$ cat config.mk
export PLATFORM = sky130hd
export DESIGN_NAME = blkxfer_seq
export DESIGN_NICKNAME = d
export VERILOG_FILES = /design/src/rtl/blkxfer_pkg.sv /design/src/rtl/blkxfer_mode_map.sv /design/src/rtl/blkxfer_addr_plan.sv /design/src/rtl/blkxfer_lowbit.sv /design/src/rtl/blkxfer_seq.sv
export SDC_FILE = /design/constraint.sdc
export NUM_CORES = 1
export LEC_CHECK = 0
export BUFFER_PORTS_ARGS = -buffer_cell sky130_fd_sc_hd__buf_2
export CAP_MARGIN = 20
export CORE_ASPECT_RATIO = 1.1
export CORE_MARGIN = 5
export CORE_UTILIZATION = 30
export DETAILED_ROUTE_END_ITERATION = 16
export SYNTH_ARGS = -nofsm -noshare
export SYNTH_HDL_FRONTEND = slang
export SYNTH_SLANG_ARGS = --single-unit
$ cat constraint.sdc
create_clock -name clk -period 8.3 [get_ports clk]
set_input_delay 0.83 -clock clk [delete_from_list [all_inputs] [get_ports clk]]
set_output_delay 0.83 -clock clk [all_outputs]
set_load 0.05 [all_outputs]
$ cat src/rtl/blkxfer_pkg.sv
package blkxfer_pkg;

    typedef enum logic [1:0] {
        ST_IDLE = 2'd0,
        ST_RUN  = 2'd1,
        ST_DONE = 2'd2
    } seq_state_e;

    typedef enum logic [1:0] {
        STK_FULL_DESC  = 2'd0,
        STK_FULL_ASC   = 2'd1,
        STK_EMPTY_DESC = 2'd2,
        STK_EMPTY_ASC  = 2'd3
    } stack_kind_e;

endpackage

$ cat src/rtl/blkxfer_mode_map.sv
module blkxfer_mode_map
    import blkxfer_pkg::*;
(
    input  logic       use_stack_i,
    input  logic [1:0] kind_i,
    input  logic       load_i,
    input  logic       incr_i,
    input  logic       before_i,
    output logic       incr_o,
    output logic       before_o
);
    // a push is a store and a pop is a load; each stack type pairs opposite modes
    always_comb begin
        {incr_o, before_o} = {incr_i, before_i};
        if (use_stack_i) begin
            unique case (kind_i)
                STK_FULL_DESC:  {incr_o, before_o} = load_i ? 2'b10 : 2'b01;
                STK_FULL_ASC:   {incr_o, before_o} = load_i ? 2'b00 : 2'b11;
                STK_EMPTY_DESC: {incr_o, before_o} = load_i ? 2'b11 : 2'b00;
                default:        {incr_o, before_o} = load_i ? 2'b01 : 2'b10;
            endcase
        end
    end
endmodule

$ cat src/rtl/blkxfer_addr_plan.sv
module blkxfer_addr_plan #(
    parameter int NREGS      = 16,
    parameter int AW         = 32,
    parameter int WORD_BYTES = 4
) (
    input  logic [NREGS-1:0] mask_i,
    input  logic [AW-1:0]    base_i,
    input  logic             incr_i,
    input  logic             before_i,
    output logic [AW-1:0]    first_addr_o,
    output logic [AW-1:0]    wb_value_o,
    output logic             any_o
);
    localparam int CNTW  = $clog2(NREGS + 1);
    localparam int SHIFT = $clog2(WORD_BYTES);
    localparam logic [AW-1:0] STEP = AW'(WORD_BYTES);

    logic [CNTW-1:0] count;
    logic [AW-1:0]   span;

    always_comb begin
        count = '0;
        for (int i = 0; i < NREGS; i++) begin
            count = count + CNTW'(mask_i[i]);
        end
        span = AW'(count) << SHIFT;
    end

    // lowest address first, base moves by the full span either way
    always_comb begin
        if (incr_i) begin
            first_addr_o = before_i ? base_i + STEP : base_i;
            wb_value_o   = base_i + span;
        end else begin
            first_addr_o = before_i ? base_i - span : base_i - span + STEP;
            wb_value_o   = base_i - span;
        end
    end

    assign any_o = |mask_i;
endmodule

$ cat src/rtl/blkxfer_lowbit.sv
module blkxfer_lowbit #(
    parameter int NREGS = 16,
    parameter int IDXW  = $clog2(NREGS)
) (
    input  logic [NREGS-1:0] mask_i,
    output logic [IDXW-1:0]  idx_o,
    output logic [NREGS-1:0] rest_o
);
    logic [NREGS-1:0] isolate;

    assign rest_o  = mask_i & (mask_i - NREGS'(1));
    assign isolate = mask_i & ~(mask_i - NREGS'(1));

    for (genvar b = 0; b < IDXW; b++) begin : g_idx
        logic [NREGS-1:0] pick;
        always_comb begin
            for (int i = 0; i < NREGS; i++) begin
                pick[i] = isolate[i] && (((i >> b) & 1) != 0);
            end
        end
        assign idx_o[b] = |pick;
    end
endmodule

$ cat src/rtl/blkxfer_seq.sv
module blkxfer_seq
    import blkxfer_pkg::*;
#(
    parameter int NREGS      = 16,
    parameter int AW         = 32,
    parameter int WORD_BYTES = 4
) (
    input  logic                     clk,
    input  logic                     rst_n,
    input  logic                     start_i,
    input  logic [NREGS-1:0]         mask_i,
    input  logic [AW-1:0]            base_i,
    input  logic                     incr_i,
    input  logic                     before_i,
    input  logic                     load_i,
    input  logic                     wb_en_i,
    input  logic                     stack_en_i,
    input  logic [1:0]               stack_kind_i,
    input  logic                     req_ready_i,
    output logic                     req_valid_o,
    output logic [AW-1:0]            req_addr_o,
    output logic [$clog2(NREGS)-1:0] req_reg_o,
    output logic                     req_write_o,
    output logic                     req_seq_o,
    output logic                     busy_o,
    output logic                     done_o,
    output logic                     wb_strobe_o,
    output logic [AW-1:0]            wb_value_o
);
    localparam int IDXW = $clog2(NREGS);
    localparam logic [AW-1:0] STEP = AW'(WORD_BYTES);

    typedef struct packed {
        seq_state_e       st;
        logic [NREGS-1:0] left;
        logic [AW-1:0]    addr;
        logic             seq;
        logic             wr;
        logic             wb_en;
        logic [AW-1:0]    wb_val;
    } seq_regs_t;

    seq_regs_t regs_d, regs_q;

    logic             eff_incr, eff_before;
    logic [AW-1:0]    plan_first, plan_wb;
    logic             plan_any;
    logic [IDXW-1:0]  low_idx;
    logic [NREGS-1:0] low_rest;

    blkxfer_mode_map u_mode (
        .use_stack_i (stack_en_i),
        .kind_i      (stack_kind_i),
        .load_i      (load_i),
        .incr_i      (incr_i),
        .before_i    (before_i),
        .incr_o      (eff_incr),
        .before_o    (eff_before)
    );

    blkxfer_addr_plan #(
        .NREGS      (NREGS),
        .AW         (AW),
        .WORD_BYTES (WORD_BYTES)
    ) u_plan (
        .mask_i       (mask_i),
        .base_i       (base_i),
        .incr_i       (eff_incr),
        .before_i     (eff_before),
        .first_addr_o (plan_first),
        .wb_value_o   (plan_wb),
        .any_o        (plan_any)
    );

    blkxfer_lowbit #(
        .NREGS (NREGS),
        .IDXW  (IDXW)
    ) u_low (
        .mask_i (regs_q.left),
        .idx_o  (low_idx),
        .rest_o (low_rest)
    );

    always_comb begin
        regs_d = regs_q;
        unique case (regs_q.st)
            ST_IDLE, ST_DONE: begin
                regs_d.st = ST_IDLE;
                if (start_i) begin
                    regs_d.left   = mask_i;
                    regs_d.addr   = plan_first;
                    regs_d.seq    = 1'b0;
                    regs_d.wr     = !load_i;
                    regs_d.wb_en  = wb_en_i;
                    regs_d.wb_val = plan_wb;
                    regs_d.st     = plan_any ? ST_RUN : ST_DONE;
                end
            end
            ST_RUN: begin
                // start_i is not looked at here
                if (req_ready_i) begin
                    regs_d.left = low_rest;
                    regs_d.addr = regs_q.addr + STEP;
                    regs_d.seq  = 1'b1;
                    if (low_rest == '0) begin
                        regs_d.st = ST_DONE;
                    end
                end
            end
            default: regs_d.st = ST_IDLE;
        endcase
    end

    always_ff @(posedge clk) begin
        if (!rst_n) begin
            regs_q <= '0;
        end else begin
            regs_q <= regs_d;
        end
    end

    assign req_valid_o = (regs_q.st == ST_RUN);
    assign req_addr_o  = regs_q.addr;
    assign req_reg_o   = low_idx;
    assign req_write_o = regs_q.wr;
    assign req_seq_o   = regs_q.seq;
    assign busy_o      = (regs_q.st == ST_RUN);
    assign done_o      = (regs_q.st == ST_DONE);
    assign wb_strobe_o = done_o && regs_q.wb_en;
    assign wb_value_o  = regs_q.wb_val;

    AST_HOLD_STALL: assert property (@(posedge clk) disable iff (!rst_n)
        req_valid_o && !req_ready_i |=> req_valid_o && $stable(req_addr_o)
            && $stable(req_reg_o) && $stable(req_write_o) && $stable(req_seq_o));

    AST_ADDR_RISE: assert property (@(posedge clk) disable iff (!rst_n)
        req_valid_o && req_ready_i |=> !req_valid_o
            || (req_addr_o == $past(req_addr_o) + STEP && req_reg_o > $past(req_reg_o)));

    AST_SEQ_LATER: assert property (@(posedge clk) disable iff (!rst_n)
        req_valid_o && req_ready_i |=> !req_valid_o || req_seq_o);

    AST_FIRST_NONSEQ: assert property (@(posedge clk) disable iff (!rst_n)
        $rose(req_valid_o) |-> !req_seq_o);

    AST_BUSY_DONE_EXCL: assert property (@(posedge clk) disable iff (!rst_n)
        !(busy_o && done_o));

    AST_STROBE_IN_DONE: assert property (@(posedge clk) disable iff (!rst_n)
        wb_strobe_o |-> done_o);

    AST_START_IGNORED: assert property (@(posedge clk) disable iff (!rst_n)
        busy_o && start_i && !req_ready_i |=> busy_o && $stable(req_addr_o));
endmodule

==> impl_metrics.env <==
export IMPL_netlist_instances=1178
export IMPL_drt_iter0_markers=751
export IMPL_holdWs_ps=452
export IMPL_fin_crit_sh=0.853
export IMPL_fmax_ghz=0.141
export IMPL_ys_warn_count=0
export IMPL_antenna_left=0
export IMPL_clock_sinks=85
export IMPL_numCtsBuffers=9
export IMPL_required_ps=8530
export IMPL_num_antenna_cells=0
export IMPL_clk_latency_ps=360
export IMPL_worst_ir_drop_vdd_mv=0.138
export IMPL_netlist_top_cells_count="nand2_1 (134), nor2_1 (111), dfxtp_1 (85)"
export IMPL_netlist_area_leader_share=0.202
export IMPL_crit_path_frequent_cell="fa_1"
export IMPL_finClkSkew_ps=8.70
export IMPL_crit_chain="buf_2 > inv_1 > ha_1 > inv_1 > fa_1 > fa_1 > fa_1 > fa_1 > inv_1 > ha_1 > nor2b_1 > o21ai_0 > nand2b_1 > xor2_1 > ha_1 > nand2b_1 > a21oi_1 > o21ai_0 > a22o_1 > nor4_4 > nand4_1 > nor4_1 > xnor2_1 > o2bb2ai_1"
export IMPL_setup_ws_ps=1220
export IMPL_grt_util_met2=0.286
export IMPL_rows=64
export IMPL_max_stage_delay_ps=610
export IMPL_place_hpwl_mm=21.6
export IMPL_crit_slowest_cell="fa_1"
export IMPL_routed_wl_mm=28.5
export IMPL_io_pins=133
export IMPL_htreeDepth=3
export IMPL_gp_congestion=0.920
export IMPL_grt_max_degree=46
export IMPL_cts_max_path_buffers=2
export IMPL_cap_violations=0
export IMPL_critical_path_class="input pin to flop"
export IMPL_synthFlopType="dfxtp_1"
export IMPL_dp_slack_ps=882
export IMPL_via_per_inst=5.46
export IMPL_finalPower_mw=2.09
export IMPL_cts_setup_buffers=0
export IMPL_wl_per_cell_um=18.3
export IMPL_area_delta_synth_final_pct=8.53
export IMPL_num_vias=8516
export IMPL_max_slew_worst_pin_slew_ps=913
export IMPL_cts_tree="done"
export IMPL_cts_hold_buffers=0
export IMPL_synth_edf_count=0
export IMPL_drc_errors=0
export IMPL_ys_types=75
export IMPL_grt_overflow=0
export IMPL_gr_usage_all_layers=0.176
export IMPL_grt_busiest_layer="met2"
export IMPL_cp_start_kind="input pin"
export IMPL_crit_arrival_ps=7310
export IMPL_finalNetCount=1283
export IMPL_use_met1=0.240
export IMPL_chipWidth_um=170
export IMPL_outcome="complete, no violations"
export IMPL_crit_path_end_kind="flop"
export IMPL_grt_pass1_wl_mm=44.6
export IMPL_drv_slew=0
export IMPL_p_leak_nw=3.54
export IMPL_yosysMostFrequentCell="nand2_1"
export IMPL_synthArstFlopShare=0
export IMPL_core_area_um2=27800
export IMPL_ys_ff_latch=85
export IMPL_dieArea_um2=31600
export IMPL_dpl_cell_area_um2=8840
export IMPL_synth_top_cells_by_area="dfxtp_1 (20%), xnor2_1 (6.9%), nand2_1 (6.0%)"
export IMPL_power_density_nw_per_um2=229
export IMPL_die_h_um=186
export IMPL_portBuffers=132
export IMPL_synth_nets=1270
export IMPL_grt_pass1_vias=7829
export IMPL_relSlewSlack=0.389
export IMPL_crit_family="adder cells"
export IMPL_layout_min_cycle_time_ps=7080
export IMPL_clock_root_buffer="clkbuf_16"
export IMPL_rsz0062_at_grt="no"
export IMPL_totalNegativeSetupSlack_ps=0
export IMPL_antenna_found_initial=2
export IMPL_report_final_hold_viol_count=0
export IMPL_layout_drive_gt1_share=0.156
export IMPL_critPathBufInv=4
export IMPL_drtPass1Iterations=5
export IMPL_setup_viol=0
export IMPL_hp_class="flop to flop"
export IMPL_met3_usage=0.0325
export IMPL_cp_max_fo=9
export IMPL_start_util=0.303
export IMPL_yosys_area_top_type="dfxtp_1"
export IMPL_yosysSeqAreaShare=0.202
export IMPL_final_area_um2=9150
export IMPL_cts_reportedPaths_clkPinSlew_ps=60
export IMPL_syn_avg_cell_area_um2=7.16
export IMPL_cts_resized=0
export IMPL_syn_area_um2=8430
==> cells in the final DEF (no fill, tap or decap), types with 11 or more instances in the layout <==
cell      synthesis  routed
nand3_1          39      39
and3_1           11      11
nand2b_1         13      12
inv_1            51      51
ha_1             21      21
a21oi_1          74      73
fa_1             12      12
xor2_1           39      39
buf_2             6     132
nand2_1         134     134
nand4_1          27      27
a31oi_1          15      15
nor4_1           25      25
xnor2_1          66      66
or3_1            16      16
a22oi_1          14      14
buf_4            66      13
dfxtp_1          85      85
o21ai_0          78      78
nor2_1          111     111
nor3_1           31      31
o211ai_1         14      14
==> state kept, by name, indices dropped and copies added, names as in the netlist <==
signal       cells
req_addr_o      32
req_write_o      1
req_seq_o        1
wb_value_o      32
regs_q          19
==> through the flow <==
step / instances / util
after floorplan: 1178 / -
after global placement: 1542 / 0.318
after detailed placement: 1543 / 0.318
after CTS: 1559 / 0.329
after global routing: 1559 / 0.329
final: 1559 / 0.329
==> report_power, final <==
part / switching, mW / total (mW) / leakage, nW / internal [mW]
sequential: 0.0430 / 0.495 / 0.698 / 0.452
clock: 0.193 / 0.438 / 0.150 / 0.245
combinational: 0.768 / 1.16 / 2.69 / 0.393
total: 1.00 / 2.09 / 3.54 / 1.09
==> path summary, 6_finish.rpt <==
kind	start	endpoint	slack, ps	cells past startpoint
setup reg to reg	req_addr_o[15]$_SDFFE_PN0P_	req_addr_o[31]$_SDFFE_PN0P_	5240	9
hold / removal	wb_value_o[27]$_SDFFE_PN0P_	wb_value_o[27]$_SDFFE_PN0P_	450	2
hold reg to reg	wb_value_o[27]$_SDFFE_PN0P_	wb_value_o[27]$_SDFFE_PN0P_	450	2
setup / recovery	mask_i[1]	req_addr_o[31]$_SDFFE_PN0P_	1220	24
==> final cells by class <==
cell class	instances	area [µm²]
clock inverter	6	68.8
timing repair buffer	145	758
inverter	52	195
multi-input combinational	898	5730
fill	3012	18600
tap	363	454
clock buffer	10	239
sequential	85	1700
==> worst min-delay path: stages, from the launching register on <==
cell,delay (ps)
dfxtp_1,310
nand3_1,60
nand2_1,50
==> routing by layer <==
layer | part of all wire | wire (µm)
met1 | 0.44 | 12600
met5 | 0.00025 | 7
met2 | 0.47 | 13300
met4 | 0.018 | 507
met3 | 0.071 | 2040
==> cell families (layout without fill, tap and decap cells) <==
group,count (synthesis),count (layout),synth area share
compound gates,278,278,0.210
xor+xnor,105,105,0.109
fa+ha+maj,37,37,0.0644
buf+inv,195,213,0.121
flops,85,85,0.202
mux,7,7,0.00905
simple gates,471,471,0.285
Power figures use the tool's default switching activity.
